### src/rtl/scan_seq_pkg.sv
package scan_seq_pkg;

    localparam int NUM_CH = 3;
    localparam int CH_W   = $clog2(NUM_CH);

    typedef enum logic [1:0] {
        CH_RED = 2'd0,
        CH_GRN = 2'd1,
        CH_BLU = 2'd2
    } chan_e;

    typedef enum logic [1:0] {
        SEL_ALL = 2'b00,
        SEL_RED = 2'b01,
        SEL_GRN = 2'b10,
        SEL_BLU = 2'b11
    } color_sel_e;

    typedef enum logic [1:0] {
        CLMP_PIXEL   = 2'b00,
        CLMP_LINE    = 2'b01,
        CLMP_NONE    = 2'b10,
        CLMP_SH_LINE = 2'b11
    } clamp_mode_e;

    typedef struct packed {
        color_sel_e  color;
        clamp_mode_e clamp;
        logic        alt_timing;
    } scan_cfg_t;

    // strobe bundle order inside the synchroniser vector
    localparam int STB_BLK  = 0;
    localparam int STB_VID  = 1;
    localparam int STB_LINE = 2;
    localparam int STB_NUM  = 3;

    localparam scan_cfg_t CFG_RESET = '{color: SEL_ALL, clamp: CLMP_PIXEL, alt_timing: 1'b0};

    function automatic chan_e chan_step(chan_e cur);
        chan_e nxt;
        case (cur)
            CH_RED:  nxt = CH_GRN;
            CH_GRN:  nxt = CH_BLU;
            default: nxt = CH_RED;
        endcase
        return nxt;
    endfunction

    function automatic chan_e chan_of_sel(color_sel_e sel);
        chan_e c;
        case (sel)
            SEL_GRN: c = CH_GRN;
            SEL_BLU: c = CH_BLU;
            default: c = CH_RED;
        endcase
        return c;
    endfunction

    function automatic logic clamp_pick(clamp_mode_e mode, logic blk, logic line);
        logic en;
        case (mode)
            CLMP_PIXEL:   en = blk;
            CLMP_LINE:    en = blk & line;
            CLMP_SH_LINE: en = line;
            default:      en = 1'b0;
        endcase
        return en;
    endfunction

endpackage

### src/rtl/strobe_sync.sv
module strobe_sync #(
    parameter int WIDTH  = 3,
    parameter int STAGES = 2
) (
    input  logic             clk,
    input  logic             rst,
    input  logic [WIDTH-1:0] async_in,
    output logic [WIDTH-1:0] sync_out,
    output logic [WIDTH-1:0] fall_out
);
    logic [WIDTH-1:0] stage_q [STAGES];
    logic [WIDTH-1:0] prev_q;

    generate
        for (genvar s = 0; s < STAGES; s++) begin : g_stage
            if (s == 0) begin : g_first
                always_ff @(posedge clk) begin
                    if (rst) stage_q[s] <= '0;
                    else     stage_q[s] <= async_in;
                end
            end else begin : g_next
                always_ff @(posedge clk) begin
                    if (rst) stage_q[s] <= '0;
                    else     stage_q[s] <= stage_q[s-1];
                end
            end
        end
    endgenerate

    always_ff @(posedge clk) begin
        if (rst) prev_q <= '0;
        else     prev_q <= stage_q[STAGES-1];
    end

    assign sync_out = stage_q[STAGES-1];
    assign fall_out = prev_q & ~stage_q[STAGES-1];
endmodule

### src/rtl/channel_sequencer.sv
module channel_sequencer
    import scan_seq_pkg::*;
(
    input  logic       clk,
    input  logic       rst,
    input  color_sel_e color,
    input  logic       vid_fall,
    output chan_e      chan_q,
    output logic       valid_q,
    output logic       run_q,
    output color_sel_e mode_prev_q
);
    logic  single_now;
    logic  enter_single;
    logic  leave_single;
    chan_e chan_d;
    logic  valid_d;
    logic  run_d;

    assign single_now   = (color != SEL_ALL);
    assign enter_single = single_now && (color != mode_prev_q);
    assign leave_single = !single_now && (mode_prev_q != SEL_ALL);

    always_comb begin
        chan_d  = chan_q;
        valid_d = 1'b0;
        run_d   = run_q;
        if (single_now) begin
            chan_d  = chan_of_sel(color);
            run_d   = 1'b1;
            valid_d = !enter_single;
        end else if (leave_single) begin
            run_d   = 1'b0;
        end else if (vid_fall) begin
            chan_d  = CH_GRN;
            run_d   = 1'b1;
            valid_d = run_q;
        end else if (run_q) begin
            chan_d  = chan_step(chan_q);
            valid_d = 1'b1;
        end
    end

    always_ff @(posedge clk) begin
        if (rst) begin
            chan_q      <= CH_RED;
            valid_q     <= 1'b0;
            run_q       <= 1'b0;
            mode_prev_q <= SEL_ALL;
        end else begin
            chan_q      <= chan_d;
            valid_q     <= valid_d;
            run_q       <= run_d;
            mode_prev_q <= color;
        end
    end
endmodule

### src/rtl/clamp_ctrl.sv
module clamp_ctrl
    import scan_seq_pkg::*;
(
    input  logic        clk,
    input  logic        rst,
    input  clamp_mode_e mode,
    input  logic        blk_s,
    input  logic        line_s,
    output logic        clamp_q
);
    always_ff @(posedge clk) begin
        if (rst) clamp_q <= 1'b0;
        else     clamp_q <= clamp_pick(mode, blk_s, line_s);
    end
endmodule

### src/rtl/scan_seq_top.sv
module scan_seq_top
    import scan_seq_pkg::*;
#(
    parameter int SYNC_STAGES = 2
) (
    input  logic            clk,
    input  logic            rst,
    input  logic            blk_strobe,
    input  logic            vid_strobe,
    input  logic            line_strobe,
    input  logic [1:0]      color_sel,
    input  logic [1:0]      clamp_mode,
    input  logic            alt_timing_req,
    output logic [CH_W-1:0] chan_idx,
    output logic            clamp_en,
    output logic            data_valid,
    output logic            alt_timing_eff
);
    scan_cfg_t          cfg_d;
    scan_cfg_t          cfg_q;
    logic [STB_NUM-1:0] stb_raw;
    logic [STB_NUM-1:0] stb_sync;
    logic [STB_NUM-1:0] stb_fall;
    chan_e              seq_chan;
    logic               seq_run;
    color_sel_e         seq_mode_prev;
    logic               vid_fall;
    logic               line_s;
    logic [1:0]         cfg_color;
    logic [1:0]         cfg_clamp;
    logic [1:0]         mode_prev_bits;

    always_comb begin
        cfg_d.color      = color_sel_e'(color_sel);
        cfg_d.clamp      = clamp_mode_e'(clamp_mode);
        cfg_d.alt_timing = alt_timing_req;
    end

    always_ff @(posedge clk) begin
        if (rst) cfg_q <= CFG_RESET;
        else     cfg_q <= cfg_d;
    end

    always_comb begin
        stb_raw           = '0;
        stb_raw[STB_BLK]  = blk_strobe;
        stb_raw[STB_VID]  = vid_strobe;
        stb_raw[STB_LINE] = line_strobe;
    end

    strobe_sync #(
        .WIDTH  (STB_NUM),
        .STAGES (SYNC_STAGES)
    ) i_sync (
        .clk      (clk),
        .rst      (rst),
        .async_in (stb_raw),
        .sync_out (stb_sync),
        .fall_out (stb_fall)
    );

    assign vid_fall = stb_fall[STB_VID];
    assign line_s   = stb_sync[STB_LINE];

    channel_sequencer i_seq (
        .clk         (clk),
        .rst         (rst),
        .color       (cfg_q.color),
        .vid_fall    (vid_fall),
        .chan_q      (seq_chan),
        .valid_q     (data_valid),
        .run_q       (seq_run),
        .mode_prev_q (seq_mode_prev)
    );

    clamp_ctrl i_clamp (
        .clk     (clk),
        .rst     (rst),
        .mode    (cfg_q.clamp),
        .blk_s   (stb_sync[STB_BLK]),
        .line_s  (line_s),
        .clamp_q (clamp_en)
    );

    assign chan_idx       = seq_chan;
    assign alt_timing_eff = cfg_q.alt_timing && (cfg_q.color == SEL_ALL);

    assign cfg_color      = cfg_q.color;
    assign cfg_clamp      = cfg_q.clamp;
    assign mode_prev_bits = seq_mode_prev;
endmodule

### config.mk
export PLATFORM = sky130hd
export DESIGN_NAME = scan_seq_top
export DESIGN_NICKNAME = d
export VERILOG_FILES = /design/src/rtl/scan_seq_pkg.sv /design/src/rtl/strobe_sync.sv /design/src/rtl/channel_sequencer.sv /design/src/rtl/clamp_ctrl.sv /design/src/rtl/scan_seq_top.sv
export SDC_FILE = /design/constraint.sdc
export NUM_CORES = 1
export LEC_CHECK = 0
export ABC_CLOCK_PERIOD_IN_PS = 1500
export CORE_AREA = 2 2 39 41
export CTS_CLUSTER_SIZE = 16
export DETAILED_ROUTE_END_ITERATION = 12
export DIE_AREA = 0 0 41 43
export DONT_BUFFER_PORTS = 1
export PLACE_DENSITY = 0.74
export SLEW_MARGIN = 20
export SYNTH_ARGS = -nofsm -noshare
export SYNTH_HDL_FRONTEND = slang
export SYNTH_SLANG_ARGS = --single-unit
### constraint.sdc
create_clock -name clk -period 1.5 [get_ports clk]
set_input_delay 0.45 -clock clk [delete_from_list [all_inputs] [get_ports clk]]
set_output_delay 0.45 -clock clk [all_outputs]
set_load 0.05 [all_outputs]
==> run metrics, run 1 <==
slew margin rel. 0.686; Hold Crit Class in -> reg; I/O pin cnt 15; Yosys reg bits 19; placed insts 78; vias per cell between 4 and 5; critical path's top delay family flip-flops; Die Width about 40 um; Critical Path, Cell by Cell nor2_4, and2_4, buf_12; Die Y between 40 and 50 um; DP HPWL approximately 630 um; commonest non-fill, non-tap cell in the layout dfxtp_1; Crit Path Max Fanout 2; area grow syn2layout 16.4%; CP max stage delay about 0.37 ns; Vias about 420; n_diodes 0; core area roughly 0.0014 mm2; Pre-antenna DRT Iters 4; initial core utilization 0.479; antenna violations before repair 0; Synth cell types 21; status finished with violations; clk_lat worst skew 0.29 ns; number of global-route vias before repair 360; max-cap violations 0; syn nets between 70 and 80; P per Cell Area about 1200 mW/mm2; Post-Syn Area 663 um2; Final setup viols 1; sequential area share after synthesis 0.574; leading area contributor after synthesis dfxtp_1; Least-Margin Pin Slew between 0.4 and 0.5 ns; Final Hold Viols 0; fin util 0.558; CP Capture Type output pin; max-slew violation count 0; r2r startpoint cfg_color[0]; Storage cell area 385 um2; RSZ-0062 raised after global routing yes; most frequent cells in the layout dfxtp_1 (17), nor2b_1 (13), buf_4 (6); Max Freq 666 MHz; Synth top area share 0.574; CP max-delay cell dfxtp_4; DIE AREA 0.00176 mm2; gpl congestion 0.793; fillcell total 122; Port Buffer Count 0; total track usage 0.141; DRT antenna net count 0; Post-route DRC 0; final worst path period share 1.00; fin cells 85; clock sink count 19; Critical path buffers and inverters 1; Total Wirelength a little over 1 mm; wire length of the first global-routing pass between 1.5 and 2 mm; Final nets 80; CP arrival 1.05 ns; worst hold margin slightly above 0.2 ns; startpoint class of the critical path flop; critical path class reg -> out; multi-input logic area 270 um2; most area-consuming cells after synthesis dfxtp_1 (57%), nor2b_1 (12%), a21oi_1 (3.0%); Root Driver clkbuf_4; Clock Tree Buf Depth 2; hold path startpoint rst; worst endpoint required time around 1.1 ns; Synth Warn # 0; largest vdd supply drop slightly below 0.0008 V; CP Launch Point cfg_color[1]; WL per Instance ~12 um; DRT iter0 DRCs 4; layout cells sized above 1 0.290; Syn Area/Cell approximately 11 um2; leakage 0.294 nW; post-route clock skew ~0.0037 ns; CTS tree done; remaining global-route overflow 0; row count 14; largest net degree at the start of global routing 22; Worst Slack Setup Final -0.00103 ns; Mapped Cells 61; fin crit period approximately 1.5 ns; H-tree depth 1; TritonCTS Buffers 3; pre-CTS WS about 0.16 ns; Reg clk slew, reported paths around 0.1 ns; failing checks setup timing
[final timing paths]
check / end / slack [ns] / depth (start not counted)
hold / removal: cfg_color[1] / 0.20 / 1
hold reg to reg: i_sync.stage_q[1][0] / 0.45 / 1
setup reg to reg: i_seq.valid_q / 0.25 / 5
setup / recovery: alt_timing_eff / -0.001 / 3
[worst register-to-register path, stage by stage, from the launching register on]
cell     delay, ns
dfxtp_2       0.35
buf_4         0.16
nor3b_2       0.17
a21oi_1       0.05
or3_1         0.30
a21oi_1       0.15
[power breakdown]
part | switching (W) | total [W] | internal (W)
Sequential | 0.0000245 | 0.000555 | 0.000530
Combinational | 0.0000481 | 0.000100 | 0.0000520
Clock | 0.000148 | 0.000247 | 0.0000992
[per-stage QoR]
step | TNS, ns | instance area [um2] | power (W)
floorplan | 0 | 663 | 0.000640
global placement | 0 | 707 | 0.000651
detailed placement | 0 | 707 | 0.000653
CTS | 0 | 764 | 0.000905
global route | -0.0255 | 772 | 0.000933
finish | -0.00103 | 772 | 0.000902
[synthesized netlist by cell type]
cell type and instances:
nand2_1 1, a21oi_1 4, or3_1 1, nor3b_2 1, nor2b_1 13, clkbuf_1 2
a2111oi_2 1, buf_6 1, nor2_1 4, nor3_1 3, a211o_4 1, and2_1 1
nand3_1 1, nand2b_4 1, dfxtp_1 19, nor2b_2 1, o21ai_0 1, inv_1 1
xnor2_1 1, nand4b_1 2, o221ai_1 1
[kinds of logic (layout without fill, tap and decap cells)]
kind of cell / Yosys count / after routing / synth area share
AO/OA/AOI/OAI: 8 / 8 / 0.100
XOR/XNOR: 1 / 1 / 0.0132
buffers and inverters: 4 / 12 / 0.0340
AND/OR/NAND/NOR: 29 / 29 / 0.279
flip-flops: 19 / 19 / 0.574
[sequential cells by signal (all words and copies together), names as in the netlist]
name and count:
i_clamp.clamp_q 1, i_sync.prev_q 1, i_seq.mode_prev_q 2, cfg_clamp 2, i_seq.valid_q 1, i_seq.chan_q 2, i_sync.stage_q 6, cfg_color 2
i_seq.run_q 1, cfg_q 1
[layer usage]
metal,global-route usage,vias to the layer above,part of all wire
met1,0.174,179,0.42
met3,0.0157,4,0.033
met5,0,-,0
met2,0.197,14,0.50
li1,-,222,-
met4,0.140,0,0.045
[area by class of cell]
cell class | instances | area share
clock buffers | 3 | 0.0292
flip-flops and latches | 19 | 0.499
inverters | 1 | 0.00486
repair buffers | 7 | 0.0843
multi-input cells | 38 | 0.350
clock inverters | 1 | 0.00648
well taps | 16 | 0.0259
[what timing repair did]
item	CTS	global route
endpoints found under the setup margin	1	1
hold buffers	0	0
resized for setup	6	0
setup buffers	2	1
pin swaps	1	2
No activity file was read; power rests on OpenSTA's default activity.
==> inputs of run 2 (changes only) <==
Settings changed: ABC_CLOCK_PERIOD_IN_PS 1500 to 1300, CORE_AREA 2 2 39 41 to not set, CORE_MARGIN set to 2, CORE_UTILIZATION set to 51, DIE_AREA 0 0 41 43 to not set.
Clock period 1.5 ns to 1.3 ns, I/O delays scaled along.
==> run metrics, run 2 (synthesized netlist as in run 1, its figures left out) <==
Crit Path Max Fanout 2; final instance area approximately 790 um2; DIE AREA roughly 0.0016 mm2; CP Capture Type output pin; placed insts 79; core area about 0.0012 mm2; commonest non-fill, non-tap cell in the layout dfxtp_1; slew margin rel. 0.841; antenna violations before repair 0; largest net degree at the start of global routing 22; worst hold margin approximately 0.14 ns; Hold Crit Class in -> reg; Final Hold Viols 0; Worst Slack Setup Final -0.0676 ns; CP max stage delay between 0.3 and 0.4 ns; failing checks setup timing; CP arrival around 0.98 ns; worst endpoint required time approximately 0.91 ns; Root Driver clkbuf_4; remaining global-route overflow 0; Final setup viols 1; RSZ-0062 raised after global routing yes; clk_lat worst skew 0.30 ns; Critical path buffers and inverters 0; DP HPWL roughly 640 um; critical path's top delay family flip-flops; TritonCTS Buffers 3; fin crit period between 1 and 1.5 ns; largest vdd supply drop just over 0.0008 V; leakage approximately 0.3 nW; Port Buffer Count 0; layout cells sized above 1 0.343; total track usage 0.150; met2 wire len just under 400 um; startpoint class of the critical path flop; gpl congestion between 0.7 and 0.8; n_diodes 0; Setup TNS Final -0.0676 ns; Least-Margin Pin Slew approximately 0.24 ns; CTS tree done; Total Wirelength 941 um; top layer in use met4; initial core utilization 0.574; H-tree depth 1; DRT antenna net count 0; row count 12; P per Cell Area about 1300 mW/mm2; DRT iter0 DRCs 5; max-slew violation count 0; status finished with violations; Vias ~420; fillcell total 93; Reg clk slew, reported paths about 0.1 ns; Die Y about 40 um; Die Width about 40 um; Final nets 81; Placement Cell Area between 700 and 800 um2; CP max-delay cell dfxtp_2; Critical Path, Cell by Cell nor2_4, and2_4; post-route clock skew around 0.0026 ns; wire length of the first global-routing pass 1.49 mm; clock sink count 19; Power Total 0.00106 W; fin cells 84; WL per Instance ~11 um; met1 WL 452 um; vias per cell a little over 5; Max Freq about 730 MHz; critical path class reg -> out; Largest register FFs 6; number of global-route vias before repair 347; area grow syn2layout 19.8%; met3 wire length around 60 um; max-cap violations 0; Post-route DRC 0; I/O pin cnt 15; Pre-antenna DRT Iters 2; register with the most flip-flops i_sync.stage_q; most frequent cells in the layout dfxtp_1 (16), nor2b_1 (13), buf_4 (6); final worst path period share 1.05; Clock Tree Buf Depth 2
-- run 2: stage by stage --
| stage | util | setup slack [ns] |
|---|---|---|
| after CTS | 0.661 | -0.0728 |
| after global placement | 0.619 | 0.111 |
| after detailed placement | 0.619 | 0.0683 |
| final | 0.687 | -0.0676 |
| after global routing | 0.687 | -0.105 |
| after floorplan | - | 0.0556 |
-- run 2: what timing repair did --
| item | 4_1_cts | 5_1_grt |
|---|---|---|
| endpoints found under the setup margin | 1 | 5 |
| hold buffers | 0 | 0 |
| pin swaps | 1 | 2 |
| gates resized for setup | 6 | 6 |
| setup buffers | 1 | 0 |
-- run 2: routing by layer --
metal	vias to the layer above	track usage
li1	220	-
met5	-	0
met3	5	0.0333
met4	0	0.155
met1	182	0.189
met2	16	0.202
-- run 2: path summary, 6_finish.rpt --
path	start	endpoint	slack, ns	cells after the start
setup / recovery	cfg_color[1]	alt_timing_eff	-0.07	2
hold reg to reg	i_sync.stage_q[0][1]	i_sync.stage_q[1][1]	0.45	1
hold / removal	rst	i_seq.valid_q	0.14	1
setup reg to reg	i_sync.stage_q[1][1]	i_seq.chan_q[0]	0.05	4
-- run 2: cell type report --
class,count,area [um2],area share
clock buffer,3,22.5,0.0283
clock inverter,1,5.00,0.00630
inverter,1,3.75,0.00472
multi-input combinational,38,292,0.367
sequential,19,387,0.487
tap,14,17.5,0.0220
timing repair buffer,8,67.6,0.0850
-- run 2: where the power goes --
group          internal [W]  switching [W]  total [W]
registers          0.000612      0.0000169   0.000629
clock network      0.000115       0.000178   0.000293
logic             0.0000637      0.0000705   0.000134
==> inputs of run 3 (changes only) <==
Settings changed: GPL_TIMING_DRIVEN set to 0.
==> run metrics, run 3 (synthesized netlist as in run 1, its figures left out) <==
Die Y about 40 um; clock sink count 19; DRT iter0 DRCs 3; Total Wirelength 989 um; I/O pin cnt 15; fin crit period approximately 1.4 ns; max-cap violations 0; met1 WL around 420 um; Max Freq 721 MHz; worst hold margin between 0.2 and 0.25 ns; critical path class reg -> out; fin util 0.655; core area approximately 0.0012 mm2; final worst path period share 1.07; worst endpoint required time around 0.91 ns; leakage approximately 0.28 nW; Least-Margin Pin Slew 0.484 ns; CTS hold repair buffers 0; startpoint class of the critical path flop; failing checks setup timing; Final setup viols 1; largest net degree at the start of global routing 11; clk_lat worst skew between 0.2 and 0.3 ns; wire length of the first global-routing pass 1.57 mm; Final Hold Viols 0; CP Capture Type output pin; sw power about 0.00026 W; clock network power share 0.274; most frequent cells in the layout nor2b_1 (13), dfxtp_1 (13), a21oi_1 (4), dfxtp_2 (4); Setup TNS Final -0.0875 ns; Root Driver clkbuf_4; DIE AREA about 0.0016 mm2; remaining global-route overflow 0; layout cells sized above 1 0.309; Reg clk slew, reported paths about 0.090 ns; post-route clock skew 0.00225 ns; WL per Instance roughly 12 um; Comb power frac 0.094; number of global-route vias before repair 392; placed insts 75; area grow syn2layout 14.2%; pre-CTS WS ~0.0012 ns; Post-route DRC 0; Final nets 79; RSZ-0062 raised after global routing yes; slew margin rel. 0.678; antenna violations before repair 0; max-slew violation count 0; DRT antenna net count 0; CP arrival 1.00 ns; gpl congestion about 0.74; met2 wire len approximately 460 um; Die Width roughly 40 um; initial core utilization 0.574; met3 wire length 98 um; TritonCTS Buffers 3; largest vdd supply drop 0.000895 V; fin cells 82; Worst Slack Setup Final -0.0875 ns; row count 12; Clock Tree Buf Depth 2; Internal 0.000783 W; DP HPWL roughly 620 um; sequential share of power 0.631; P per Cell Area between 1000 and 1500 mW/mm2; total track usage 0.162; Vias 422; vias per cell 5.15; Largest register FFs 6; Hold Crit Class in -> reg; Pre-antenna DRT Iters 3; Port Buffer Count 0; Sw Share 0.246; n_diodes 0; register with the most flip-flops i_sync.stage_q; Crit Path Max Fanout 2; top layer in use met4; CTS tree done; status finished with violations; H-tree depth 1
## run 3: path summary, 6_finish.rpt
check	slack, ns	from	depth (start not counted)	to
worst max-delay path	-0.09	cfg_color[1]	2	alt_timing_eff
worst min-delay path	0.22	color_sel[1]	1	cfg_color[1]
worst max register to register	0.09	i_sync.stage_q[1][1]	3	i_seq.chan_q[0]
worst min register to register	0.44	i_sync.stage_q[0][1]	1	i_sync.stage_q[1][1]
## run 3: final cells by class
type	count	area [um2]
fillers	92	399
flip-flops and latches	19	393
multi-input cells	38	275
repair buffers	4	33.8
clock buffers	4	26.3
well taps	14	17.5
plain buffers	2	7.51
inverters	1	3.75
## run 3: metrics by stage
step / cell area (um2) / power (W)
2_1_floorplan: 664 / 0.000739
3_3_place_gp: 682 / 0.000750
3_5_place_dp: 682 / 0.000752
4_1_cts: 741 / 0.00105
5_1_grt: 757 / 0.00109
6_report: 757 / 0.00104
## run 3: power by group through the flow
stage / combinational, W / clock [W] / sequential (W)
final: 0.0000982 / 0.000285 / 0.000656
after global routing: 0.000109 / 0.000323 / 0.000661
after CTS: 0.0000921 / 0.000300 / 0.000656
after detailed placement: 0.0000829 / 0 / 0.000670
after global placement: 0.0000810 / 0 / 0.000669
after floorplan: 0.0000732 / 0 / 0.000665
## run 3: critical path: stages, from the launching register on
cell and delay (ns):
dfxtp_4 0.36, nor2_4 0.10, and2_4 0.24
## run 3: timing repair
item	CTS	global route
setup endpoints to repair	5	3
setup buffers	3	1
resized for setup	11	2
endpoints found under the hold margin	0	0
cloned	0	0
pin swaps	2	4
## run 3: metal layers
layer,GRT usage,up-vias
li1,-,216
met1,0.165,189
met2,0.246,15
met3,0.117,2
met4,0.0776,0
met5,0,-
